==> config.mk <==
export PLATFORM = sky130hd
export DESIGN_NAME = dual_issue_dispatch
export DESIGN_NICKNAME = d
export VERILOG_FILES = /design/src/rtl/dsp_pkg.sv /design/src/rtl/dsp_slot_decode.sv /design/src/rtl/dsp_raw_check.sv /design/src/rtl/dsp_issue_reg.sv /design/src/rtl/dual_issue_dispatch.sv
export SDC_FILE = /design/constraint.sdc
export NUM_CORES = 1
export LEC_CHECK = 0
export ABC_AREA = 1
export BUFFER_PORTS_ARGS = -buffer_cell sky130_fd_sc_hd__buf_2
export CORE_MARGIN = 2
export CORE_UTILIZATION = 38
export DETAILED_ROUTE_END_ITERATION = 10
export HOLD_SLACK_MARGIN = 0.02
export PLACE_DENSITY_LB_ADDON = 0.05
export SETUP_SLACK_MARGIN = 0.15
export SYNTH_ARGS = -nofsm -noshare
export SYNTH_HDL_FRONTEND = slang
export SYNTH_SLANG_ARGS = --single-unit
==> constraint.sdc <==
create_clock -name clk -period 3.4 [get_ports clk]
set_input_delay 0.17 -clock clk [delete_from_list [all_inputs] [get_ports clk]]
set_output_delay 0.17 -clock clk [all_outputs]
set_load 0.02 [all_outputs]
==> src/rtl/dsp_pkg.sv <==
package dsp_pkg;

  localparam int INSTR_W        = 32;
  localparam int UNIT_W         = 3;
  localparam int REG_W          = 7;
  localparam int NUM_REGS       = 1 << REG_W;
  localparam int NUM_SLOTS      = 2;
  localparam int NUM_PATHS      = 2;
  localparam int LAST_EVEN_UNIT = 4;

  // field positions derived from the widths
  localparam int UNIT_LSB = INSTR_W - UNIT_W;
  localparam int RT_LSB   = UNIT_LSB - REG_W;
  localparam int RA_LSB   = RT_LSB - REG_W;
  localparam int RB_LSB   = RA_LSB - REG_W;
  localparam int USEB_BIT = RB_LSB - 1;
  localparam int USEC_BIT = USEB_BIT - 1;
  localparam int WR_BIT   = USEC_BIT - 1;

  typedef enum logic [UNIT_W-1:0] {
    U_NONE = 3'd0,
    U_FX1  = 3'd1,
    U_FX2  = 3'd2,
    U_SP   = 3'd3,
    U_BYTE = 3'd4,
    U_PERM = 3'd5,
    U_BR   = 3'd6,
    U_LS   = 3'd7
  } unit_e;

  typedef struct packed {
    unit_e            unit;
    logic             odd_path;
    logic [REG_W-1:0] rt;
    logic [REG_W-1:0] ra;
    logic [REG_W-1:0] rb;
    logic             use_b;
    logic             use_c;
    logic             wr;
  } dec_t;

endpackage

==> src/rtl/dsp_slot_decode.sv <==
module dsp_slot_decode
  import dsp_pkg::*;
(
  input  logic [INSTR_W-1:0] ins,
  output dec_t               dec
);

  logic unused_opbits;
  assign unused_opbits = ^ins[WR_BIT-1:0];

  always_comb begin
    dec.unit     = unit_e'(ins[UNIT_LSB +: UNIT_W]);
    dec.odd_path = (ins[UNIT_LSB +: UNIT_W] > UNIT_W'(LAST_EVEN_UNIT));
    dec.rt       = ins[RT_LSB +: REG_W];
    dec.ra       = ins[RA_LSB +: REG_W];
    dec.rb       = ins[RB_LSB +: REG_W];
    dec.use_b    = ins[USEB_BIT];
    dec.use_c    = ins[USEC_BIT];
    dec.wr       = ins[WR_BIT] && (ins[UNIT_LSB +: UNIT_W] != U_NONE);
  end

endmodule

==> src/rtl/dsp_raw_check.sv <==
module dsp_raw_check
  import dsp_pkg::*;
(
  input  dec_t                cons,
  input  dec_t                prod,
  input  logic                prod_live,
  input  logic [NUM_REGS-1:0] reg_busy,
  output logic                sb_block,
  output logic                pair_dep
);

  logic hit_a, hit_b, hit_c;
  logic dep_a, dep_b, dep_c;

  always_comb begin
    hit_a    = reg_busy[cons.ra];
    hit_b    = cons.use_b && reg_busy[cons.rb];
    hit_c    = cons.use_c && reg_busy[cons.rt];
    sb_block = hit_a || hit_b || hit_c;

    dep_a    = (cons.ra == prod.rt);
    dep_b    = cons.use_b && (cons.rb == prod.rt);
    dep_c    = cons.use_c && (cons.rt == prod.rt);
    pair_dep = prod_live && prod.wr && (dep_a || dep_b || dep_c);
  end

  logic unused_prod;
  assign unused_prod = ^{prod.unit, prod.odd_path, prod.ra, prod.rb,
                         prod.use_b, prod.use_c};

endmodule

==> src/rtl/dsp_issue_reg.sv <==
module dsp_issue_reg
  import dsp_pkg::*;
#(
  parameter bit ODD = 1'b0
)(
  input  logic             clk,
  input  logic             rst_n,
  input  logic             load,
  input  dec_t             d_in,
  output logic             q_vld,
  output logic [UNIT_W-1:0] q_unit,
  output logic [REG_W-1:0] q_rt,
  output logic [REG_W-1:0] q_ra,
  output logic [REG_W-1:0] q_rb,
  output logic             q_use_b,
  output logic             q_use_c,
  output logic             q_wr
);

  logic vld_q, vld_d;
  dec_t pay_q, pay_d;

  always_comb begin
    vld_d = load;
    pay_d = load ? d_in : pay_q;
  end

  always_ff @(posedge clk or negedge rst_n) begin
    if (!rst_n) vld_q <= 1'b0;
    else        vld_q <= vld_d;
  end

  always_ff @(posedge clk) begin
    if (load) pay_q <= pay_d;
  end

  assign q_vld   = vld_q;
  assign q_unit  = pay_q.unit;
  assign q_rt    = pay_q.rt;
  assign q_ra    = pay_q.ra;
  assign q_rb    = pay_q.rb;
  assign q_use_b = pay_q.use_b;
  assign q_use_c = pay_q.use_c;
  assign q_wr    = pay_q.wr;

  generate
    if (ODD) begin : g_odd_chk
      a_r2_odd_units: assert property (@(posedge clk) disable iff (!rst_n)
        q_vld |-> (q_unit > UNIT_W'(LAST_EVEN_UNIT)))
        else $error("odd path carries even unit");
    end else begin : g_even_chk
      a_r2_even_units: assert property (@(posedge clk) disable iff (!rst_n)
        q_vld |-> (q_unit != U_NONE) && (q_unit <= UNIT_W'(LAST_EVEN_UNIT)))
        else $error("even path carries odd or empty unit");
    end
  endgenerate

endmodule

==> src/rtl/dual_issue_dispatch.sv <==
module dual_issue_dispatch
  import dsp_pkg::*;
(
  input  logic                clk,
  input  logic                rst_n,
  input  logic                flush,
  input  logic                pair_vld,
  input  logic                pair_skip0,
  input  logic [INSTR_W-1:0]  pair_ins0,
  input  logic [INSTR_W-1:0]  pair_ins1,
  input  logic [NUM_REGS-1:0] reg_busy,
  output logic                stall,
  output logic                ev_vld,
  output logic [UNIT_W-1:0]   ev_unit,
  output logic [REG_W-1:0]    ev_rt,
  output logic [REG_W-1:0]    ev_ra,
  output logic [REG_W-1:0]    ev_rb,
  output logic                ev_use_b,
  output logic                ev_use_c,
  output logic                ev_wr,
  output logic                od_vld,
  output logic [UNIT_W-1:0]   od_unit,
  output logic [REG_W-1:0]    od_rt,
  output logic [REG_W-1:0]    od_ra,
  output logic [REG_W-1:0]    od_rb,
  output logic                od_use_b,
  output logic                od_use_c,
  output logic                od_wr
);

  logic [INSTR_W-1:0] slot_ins [NUM_SLOTS];
  dec_t               dec      [NUM_SLOTS];
  logic [NUM_SLOTS-1:0] sb_blk, dep, live, go;

  assign slot_ins[0] = pair_ins0;
  assign slot_ins[1] = pair_ins1;

  genvar s;
  generate
    for (s = 0; s < NUM_SLOTS; s++) begin : g_slot
      dsp_slot_decode u_dec (
        .ins (slot_ins[s]),
        .dec (dec[s])
      );
      dsp_raw_check u_raw (
        .cons      (dec[s]),
        .prod      (dec[0]),
        .prod_live ((s == 0) ? 1'b0 : live[0]),
        .reg_busy  (reg_busy),
        .sb_block  (sb_blk[s]),
        .pair_dep  (dep[s])
      );
    end
  endgenerate

  // split state: older slot of the held pair has already issued
  logic older_done_q, older_done_d;
  logic same_path, pair_done, stall_c;

  always_comb begin
    live[0]   = pair_vld && !pair_skip0 && !older_done_q && (dec[0].unit != U_NONE);
    live[1]   = pair_vld && (dec[1].unit != U_NONE);
    same_path = (dec[0].odd_path == dec[1].odd_path);
    go[0]     = live[0] && !sb_blk[0] && !flush;
    go[1]     = live[1] && !sb_blk[1] && !flush &&
                (!live[0] || (go[0] && !same_path && !dep[1]));
    pair_done = (!live[0] || go[0]) && (!live[1] || go[1]);
    stall_c   = pair_vld && !pair_done && !flush;
    older_done_d = stall_c ? (older_done_q || go[0]) : 1'b0;
  end

  always_ff @(posedge clk or negedge rst_n) begin
    if (!rst_n) older_done_q <= 1'b0;
    else        older_done_q <= older_done_d;
  end

  assign stall = stall_c;

  // path routing
  logic [NUM_PATHS-1:0] p_vld, p_use_b, p_use_c, p_wr;
  logic [UNIT_W-1:0]    p_unit [NUM_PATHS];
  logic [REG_W-1:0]     p_rt   [NUM_PATHS];
  logic [REG_W-1:0]     p_ra   [NUM_PATHS];
  logic [REG_W-1:0]     p_rb   [NUM_PATHS];

  genvar p;
  generate
    for (p = 0; p < NUM_PATHS; p++) begin : g_path
      logic take0, take1;
      dec_t sel;
      always_comb begin
        take0 = go[0] && (dec[0].odd_path == p[0]);
        take1 = go[1] && (dec[1].odd_path == p[0]);
        sel   = take0 ? dec[0] : dec[1];
      end

      dsp_issue_reg #(.ODD(p == 1)) u_iss (
        .clk     (clk),
        .rst_n   (rst_n),
        .load    (take0 || take1),
        .d_in    (sel),
        .q_vld   (p_vld[p]),
        .q_unit  (p_unit[p]),
        .q_rt    (p_rt[p]),
        .q_ra    (p_ra[p]),
        .q_rb    (p_rb[p]),
        .q_use_b (p_use_b[p]),
        .q_use_c (p_use_c[p]),
        .q_wr    (p_wr[p])
      );

      a_r4_one_claim_per_path: assert property (@(posedge clk) disable iff (!rst_n)
        !(take0 && take1))
        else $error("two slots claim one path");
    end
  endgenerate

  assign ev_vld   = p_vld[0];
  assign ev_unit  = p_unit[0];
  assign ev_rt    = p_rt[0];
  assign ev_ra    = p_ra[0];
  assign ev_rb    = p_rb[0];
  assign ev_use_b = p_use_b[0];
  assign ev_use_c = p_use_c[0];
  assign ev_wr    = p_wr[0];
  assign od_vld   = p_vld[1];
  assign od_unit  = p_unit[1];
  assign od_rt    = p_rt[1];
  assign od_ra    = p_ra[1];
  assign od_rb    = p_rb[1];
  assign od_use_b = p_use_b[1];
  assign od_use_c = p_use_c[1];
  assign od_wr    = p_wr[1];

  a_r9_flush_cancels: assert property (@(posedge clk) disable iff (!rst_n)
    flush |=> !ev_vld && !od_vld)
    else $error("issue after flush");

  a_r10_stall_needs_pair: assert property (@(posedge clk) disable iff (!rst_n)
    stall |-> pair_vld)
    else $error("stall without pair");

  a_r3_distinct_units: assert property (@(posedge clk) disable iff (!rst_n)
    (ev_vld && od_vld) |-> (ev_unit != od_unit))
    else $error("same unit on both paths");

  a_r7_split_follows_stall: assert property (@(posedge clk) disable iff (!rst_n)
    older_done_q |-> $past(stall))
    else $error("split state without prior stall");

endmodule

==> results.txt, run 1 <==
----------------------------------------------------
[Synth]
  Post-synth top cells ... nand2_1, nand3_1, clkbuf_1, edfxtp_1, nand4_1
  Sequential element share of the synthesized area ... 0.158
  Count of warnings emitted by yosys ... 0
  Most common cell in the netlist ... nand2_1
  Syn_nets ... 2327
  Top flip-flop cell by instance count after synthesis ... edfxtp_1
  Count of flip-flops with a built-in enable after synthesis ... 54
  Flop and latch count out of synthesis ... 57
  Top-area cell type share of the netlist area ... 0.365
  Post-Synthesis Cell Area ... 0.0107 sq mm
  Proportion of register bits with asynchronous set or reset after synthesis ... 0.0526
  Library cell with the largest summed area after synthesis ... nand2_1
  Largest cells by area after synthesis ... nand2_1, nand3_1, edfxtp_1
  Instance count of the mapped netlist ... roughly 2100
  Mean instance size in the synthesized netlist ... 5.04 sq um
  Count of unique library cells instantiated by Yosys ... 28

[Worst setup path]
  Series of cell instances along the critical path ... buf_2 -> inv_2 -> buf_4 -> nand2_1 -> nand3_1 -> nand3_1 -> nand3_1 -> nand3_1 -> nand2_1 -> nand2_1 -> nand3_1 -> nand3_1 -> nand3_1 -> nand2_1 -> nand2_1 -> nand2_1 -> inv_1 -> buf_2
  Highest cell delay on the worst timing path ... 0.34 ns
  Reg2Reg Launch Point ... older_done_q$_DFF_PN0_
  Worst setup path startpoint ... pair_ins0[22]
  Worst EP arrival ... approximately 2.7 ns
  Critical Path Start Type ... primary input
  Worst R2R Setup Slack ... ~0.91 ns
  Cell repeated most along the worst path ... nand3_1
  Kind of end point of the critical path ... output pin
  Critical path data required time ... 3.23 ns
  Critical-path maximum fanout ... 20
  Critical path type ... in2out
  Max stage delay cell, worst path ... inv_2

[Pwr]
  Cell leakage power ... roughly 6.5 nW
  Power per unit of standard cell area ... around 270 mW/mm^2
  Tot Pwr ... between 3 and 4 mW
  Peak VDD IR ... roughly 0.32 mV

[Final layout]
  Layout cells sized above 1 ... 0.150
  Number of standard cells in the layout, taps in and fillers out ... roughly 2700
  Post-route core utilization ... 0.457
  Area added between synthesis and finish ... 18.2%
  Layout Nets ... 2480

[Worst hold path]
  Type of the most critical hold path ... in2reg
  Source of the worst hold timing path ... pair_ins1[29]

[Timing]
  Slew at the pin closest to its max-slew limit ... slightly above 0.8 ns
  Slew Viols, Final ... 0
  Time the worst path needs with I/O delays and setup ... ~2.8 ns
  Final period utilization ... 0.838
  Post-route worst hold slack ... about 0.16 ns
  Final hold violation count ... 0
  Total of endpoints with negative setup slack in the final report ... 0
  Unrepaired setup endpoints after global routing ... no
  Aggregate negative setup slack ... 0 ns
  Worst-case clock skew ... 0.00486 ns
  Timing-limited maximum frequency ... 351 MHz
  Relative slew margins ... 0.451

[Floorplan]
  Die Ht ... 172 microns
  Std cell rows ... 61
  Die outline width ... 172 microns
  Top-level port count ... around 250
  Initial Util ... 0.387
  Total die area ... roughly 0.030 sq mm
  Core ar. ... 0.0278 sq mm

[Drt]
  DRC marker count from the first detailed-route iteration ... between 2000 and 2500
  First-pass DRT Iterations ... 6
  Residual DRC count ... 0
  Via-to-Cell Ratio ... between 6 and 7
  Aggregate routed wire length ... ~59000 microns
  Total via count in the routed design ... between 15000 and 20000
  Routed wire length per instance ... between 20 and 25 microns
  Post-route ant nets ... 0

[Global routing]
  Largest net degree at the start of global routing ... 70
  GRT Total Usage ... 0.391
  First-pass GRT wire length ... ~87000 microns
  Total gr overflow ... 0
  Vias in the first global route ... approximately 14000
  Number of antenna violations at the first check in global routing ... 6

[Outcome]
  Result of the run ... complete, no violations

[Flow run]
  Max Cap Viol ... 0

[Clock network]
  Hold_buf cts ... 1
  CTS H-tree lvls ... 3
  Maximum buffer depth of the clock tree ... 2
  Number of buffers added by the clock tree synthesis step ... 9
  Library cell used as clock root buffer ... clkbuf_16
  Register clock-pin slew on the reported worst setup and hold paths ... around 0.050 ns
  CTS tree ... done
  Setup bufs post-CTS ... 0
  TritonCTS sink count ... between 50 and 60
  Worst skew pair latency ... roughly 0.32 ns
  Number of gates resized after cts ... 0

[Placement]
  IO Port Bufs ... between 200 and 250
  Detailed Place HPWL ... 40500 microns
  Placed Instances ... approximately 2600
  Final weighted congestion of routability-driven global placement ... 0.963

----------------------------------------------------
[per-layer routing]
layer,up-vias,wire (microns),GRT usage,share of wire
met5,-,32,0,0.00054
met4,6,3440,0.190,0.058
met3,233,7320,0.0954,0.12
met2,1138,24400,0.582,0.41
met1,7291,23900,0.528,0.40
li1,7374,-,-,-
[sequential cells by signal (all words and copies together), names as in the netlist]
signal and count:
g_path.u_iss.q_unit 6, g_path.u_iss.q_ra 14, g_path.u_iss.q_use_c 2, g_path.u_iss.q_wr 2
g_path.u_iss.q_use_b 2, older_done_q 1, g_path.u_iss.q_vld 2, g_path.u_iss.q_rt 14
g_path.u_iss.q_rb 14
[report_power, final]
group / internal (mW) / total, mW / switching, mW
Combinational: 0.509 / 1.68 / 1.17
Sequential: 0.795 / 0.800 / 0.00443
Clock: 0.626 / 0.932 / 0.306
Total: 1.93 / 3.41 / 1.48
[critical path: cells and delay by family]
family / cells / cell delay, ns
AND/OR/NAND/NOR: 13 / 1.47
buffers and inverters: 5 / 1.01
[worst paths after layout]
path,end,cells past startpoint
worst min register to register,older_done_q$_DFF_PN0_,4
worst max register to register,g_path[0].u_iss.q_rt[1]$_DFFE_PP_,9
worst min-delay path,g_path[0].u_iss.q_unit[0]$_DFFE_PP_,3
max in group asynchronous,older_done_q$_DFF_PN0_,2
worst max-delay path,stall,18
min in group asynchronous,g_path[1].u_iss.q_vld$_DFF_PN0_,2
[logic make-up (layout without fill, tap and decap cells)]
group / count (synthesis) / count (layout) / share of synthesized area
AND/OR/NAND/NOR: 1817 / 1817 / 0.734
flip-flops: 57 / 57 / 0.158
XOR/XNOR: 9 / 9 / 0.00734
AO/OA/AOI/OAI: 13 / 13 / 0.00676
other: 0 / 3 / 0
buffers and inverters: 234 / 392 / 0.0938
[through the flow]
stage / setup slack [ns] / area [sq um]
after global placement: 0.463 / 12400
after floorplan: 0.624 / 10700
after global routing: 0.340 / 12700
final: 0.551 / 12700
after CTS: 0.597 / 12700
after detailed placement: 0.437 / 12400
[placed cells by master (no fill, tap or decap), drive strengths merged]
cell	n
nand2	1043
nand3	702
buf	318
edfxtp	54
nand4	53
inv	49
clkbuf	14
nor2	12
clkinv	9
xnor2	7
a21oi	5
nand3b	4
o21ai	4
diode	3
dfrtp	3
a31oi	2
xor2	2
a21boi	2
nor3	1
nor4	1
and2	1
bufinv	1
dlygate4sd3	1
[area by class of cell]
class                   instances  area, sq um
flip-flops and latches         57         1700
well taps                     378          473
fillers                      3166        15100
repair buffers                319         1950
multi-input cells            1839         8040
diodes                          3         7.51
inverters                      57          214
clock inverters                 2         35.0
clock buffers                  14          274
Power figures use the tool's default switching activity.
==> run 2: changes to the inputs <==
--- a/config.mk
+++ b/config.mk
@@ -5,7 +5,7 @@
 export SDC_FILE = /design/constraint.sdc
 export NUM_CORES = 1
 export LEC_CHECK = 0
-export ABC_AREA = 1
+export ABC_AREA = 0
 export BUFFER_PORTS_ARGS = -buffer_cell sky130_fd_sc_hd__buf_2
 export CORE_MARGIN = 2
 export CORE_UTILIZATION = 38
==> constraint.sdc (replaced) <==
create_clock -name clk -period 2.5 [get_ports clk]
set_input_delay 0.125 -clock clk [delete_from_list [all_inputs] [get_ports clk]]
set_output_delay 0.125 -clock clk [all_outputs]
set_load 0.02 [all_outputs]
==> run 2 against run 1 <==
Net effect: wire length fell by 21%; clock power rose by 37%; combinational power rose by 55%; clock-buffer cell count fell by 4; worst hold slack got worse by 0.027 ns; clock skew fell by 0.0028 ns; the run now ends with negative setup slack left; first-iteration DRC count fell by 58%; non-clock buffer count rose by 233; total power rose by 47%; global-route usage fell by 4.1 points; largest cell class unchanged; setup slack got worse by 1.0 ns; critical path type unchanged; critical path depth fell by 4.
==> results.txt, run 2 <==
----------------------------------------------------
[Worst hold path]
  Type of the most critical hold path ... in2async

[Timing]
  Timing-limited maximum frequency ... between 300 and 400 MHz
  Slew at the pin closest to its max-slew limit ... between 0.9 and 1 ns
  Relative slew margins ... 0.365
  Worst path setup slack after routing ... -0.468 ns
  Unrepaired setup endpoints after global routing ... yes
  Post-route worst hold slack ... ~0.13 ns
  Worst-case clock skew ... 0.00204 ns
  Time the worst path needs with I/O delays and setup ... a little under 3 ns
  Final period utilization ... 1.19
  Total of endpoints with negative setup slack in the final report ... 110
  Slew Viols, Final ... 0
  Aggregate negative setup slack ... -41.04 ns
  Final hold violation count ... 0

[Global routing]
  GRT Total Usage ... 0.351
  First-pass GRT wire length ... 67300 microns
  Total gr overflow ... 0
  Largest net degree at the start of global routing ... 29
  Vias in the first global route ... ~10000
  Number of antenna violations at the first check in global routing ... 2

[Clock network]
  Register clock-pin slew on the reported worst setup and hold paths ... around 0.050 ns
  TritonCTS sink count ... between 50 and 60
  Worst skew pair latency ... ~0.33 ns
  CTS H-tree lvls ... 3
  Maximum buffer depth of the clock tree ... 2
  Library cell used as clock root buffer ... clkbuf_16
  Number of buffers added by the clock tree synthesis step ... 9
  CTS tree ... done

[Worst setup path]
  R2R depth ... 9
  Series of cell instances along the critical path ... buf_2 -> buf_12 -> buf_12 -> mux4_2 -> mux2i_1 -> mux2i_1 -> o211ai_1 -> nand3_1 -> nor4_2 -> buf_4 -> buf_6 -> a21boi_2 -> or3_4 -> buf_6
  Kind of end point of the critical path ... output pin
  Critical path type ... in2out
  Critical-path maximum fanout ... 6
  Max stage delay cell, worst path ... mux4_2
  Critical path data required time ... between 2 and 2.5 ns
  Worst EP arrival ... ~2.8 ns
  Critical Path Start Type ... primary input
  Highest cell delay on the worst timing path ... between 0.4 and 0.5 ns

[Pwr]
  Cell leakage power ... 5.90 nW
  Peak VDD IR ... about 0.45 mV
  Power per unit of standard cell area ... between 300 and 400 mW/mm^2
  Tot Pwr ... between 5 and 6 mW

[Synth]
  Flop and latch count out of synthesis ... 57
  Count of warnings emitted by yosys ... 0
  Proportion of register bits with asynchronous set or reset after synthesis ... 0.0526
  Count of flip-flops with a built-in enable after synthesis ... between 50 and 60
  Instance count of the mapped netlist ... ~750
  Library cell with the largest summed area after synthesis ... mux4_2
  Post-synth top cells ... mux4_2, mux2_2, mux2i_1, edfxtp_1, clkbuf_1
  Top-area cell type share of the netlist area ... 0.434
  Post-Synthesis Cell Area ... about 0.0095 sq mm
  Largest cells by area after synthesis ... mux4_2, edfxtp_1, mux2_2
  Sequential element share of the synthesized area ... 0.179
  Top flip-flop cell by instance count after synthesis ... edfxtp_1
  Most common cell in the netlist ... mux4_2
  Syn_nets ... roughly 950
  Mean instance size in the synthesized netlist ... 12.5 sq um
  Count of unique library cells instantiated by Yosys ... 64

[Drt]
  Aggregate routed wire length ... about 47000 microns
  Residual DRC count ... 0
  Via-to-Cell Ratio ... approximately 6.4
  Total via count in the routed design ... about 10000
  Routed wire length per instance ... approximately 30 microns
  First-pass DRT Iterations ... 5
  DRC marker count from the first detailed-route iteration ... 932
  Post-route ant nets ... 0

[Outcome]
  Result of the run ... complete, but fails checks
  Violated checks ... negative setup slack

[Floorplan]
  Top-level port count ... ~250
  Std cell rows ... 57
  Initial Util ... 0.388
  Core ar. ... between 0.02 and 0.025 sq mm
  Total die area ... between 0.02 and 0.03 sq mm
  Die outline width ... about 160 microns
  Die Ht ... approximately 160 microns

[Final layout]
  Area added between synthesis and finish ... 53.5%
  Layout cells sized above 1 ... 0.700
  Post-route core utilization ... 0.595
  Most frequent cells in the layout ... buf_4, buf_2, mux4_2, edfxtp_1, mux2i_1
  Layout Nets ... around 1400
  Total inserted antenna cells ... 0
  Most common cell after layout, fill and taps aside ... buf_4

[Placement]
  IO Port Bufs ... around 240
  Final weighted congestion of routability-driven global placement ... a little over 1
  Detailed Place HPWL ... approximately 36000 microns
  Worst Setup Slack post-DPL ... -0.968 ns

[Flow run]
  Max Cap Viol ... 0

----------------------------------------------------
==> run 2: cell count changes in the layout (fill, tap and decap cells not counted), sizes merged, moves of 15 or more <==
| cell | delta |
|---|---|
| nand2 | -1011 |
| nand3 | -690 |
| buf | +228 |
| mux4 | +182 |
| mux2 | +67 |
| mux2i | +59 |
| inv | -41 |
| nand4 | -36 |
| a22oi | +23 |
| nor2b | +22 |
| nor2 | +15 |
==> run 2: per-layer routing <==
metal	vias to the layer above	global-route usage	part of all wire
met5	-	0	0.00053
met4	4	0.138	0.040
met3	97	0.0534	0.083
met2	628	0.591	0.49
met1	5112	0.458	0.38
li1	4193	-	-
==> run 2: cell type report <==
cell class                 instances  area (sq um)
timing repair buffer             552          4360
clock inverter                     6          82.6
fill                            2073          9880
tap                              324           405
multi-input combinational        604          7700
inverter                           9          33.8
clock buffer                      10           229
sequential                        57          1700
==> run 2: what timing repair did <==
action | in CTS | in global routing
cloned | 9 | 4
resized for setup | 96 | 34
pin swaps | 15 | 17
hold buffers | 1 | 0
hold endpoints to repair | 3 | 0
buffers inserted | 14 | 13
setup endpoints to repair | 112 | 112
==> run 2: where the power goes <==
part           switching [mW]  internal, mW  leakage, nW
combinational            1.25          1.36         5.21
sequential             0.0133          1.11        0.530
clock                   0.418         0.866        0.154
==> run 2: stage by stage <==
stage | std cells | instance area [sq um]
after floorplan | 754 | 9810
final | 1562 | 14500
after global placement | 1505 | 13100
after detailed placement | 1505 | 13100
after global routing | 1562 | 14500
after CTS | 1545 | 14200
==> run 2: worst max-delay path, delay by kind of cell <==
kind            cells  cell delay (ns)
buf+inv             6             0.77
mux                 3             0.82
simple gates        3             0.75
compound gates      2             0.37
==> run 2: final timing paths <==
path / start / endpoint / slack, ns
worst max-delay path: pair_ins1[22] / stall / -0.47
worst min-delay path: rst_n / g_path[1].u_iss.q_vld$_DFF_PN0_ / 0.13
worst max register to register: older_done_q$_DFF_PN0_ / g_path[1].u_iss.q_rb[5]$_DFFE_PP_ / -0.43
worst min register to register: older_done_q$_DFF_PN0_ / older_done_q$_DFF_PN0_ / 0.62
max in group asynchronous: rst_n / g_path[0].u_iss.q_vld$_DFF_PN0_ / 2.26
min in group clk: pair_ins0[5] / g_path[1].u_iss.q_wr$_DFFE_PP_ / 0.19
==> run 2: kinds of logic after synthesis <==
family | share of synthesized area
xor+xnor | 0.0195
flops | 0.179
compound gates | 0.0770
simple gates | 0.103
buf+inv | 0.0449
mux | 0.576
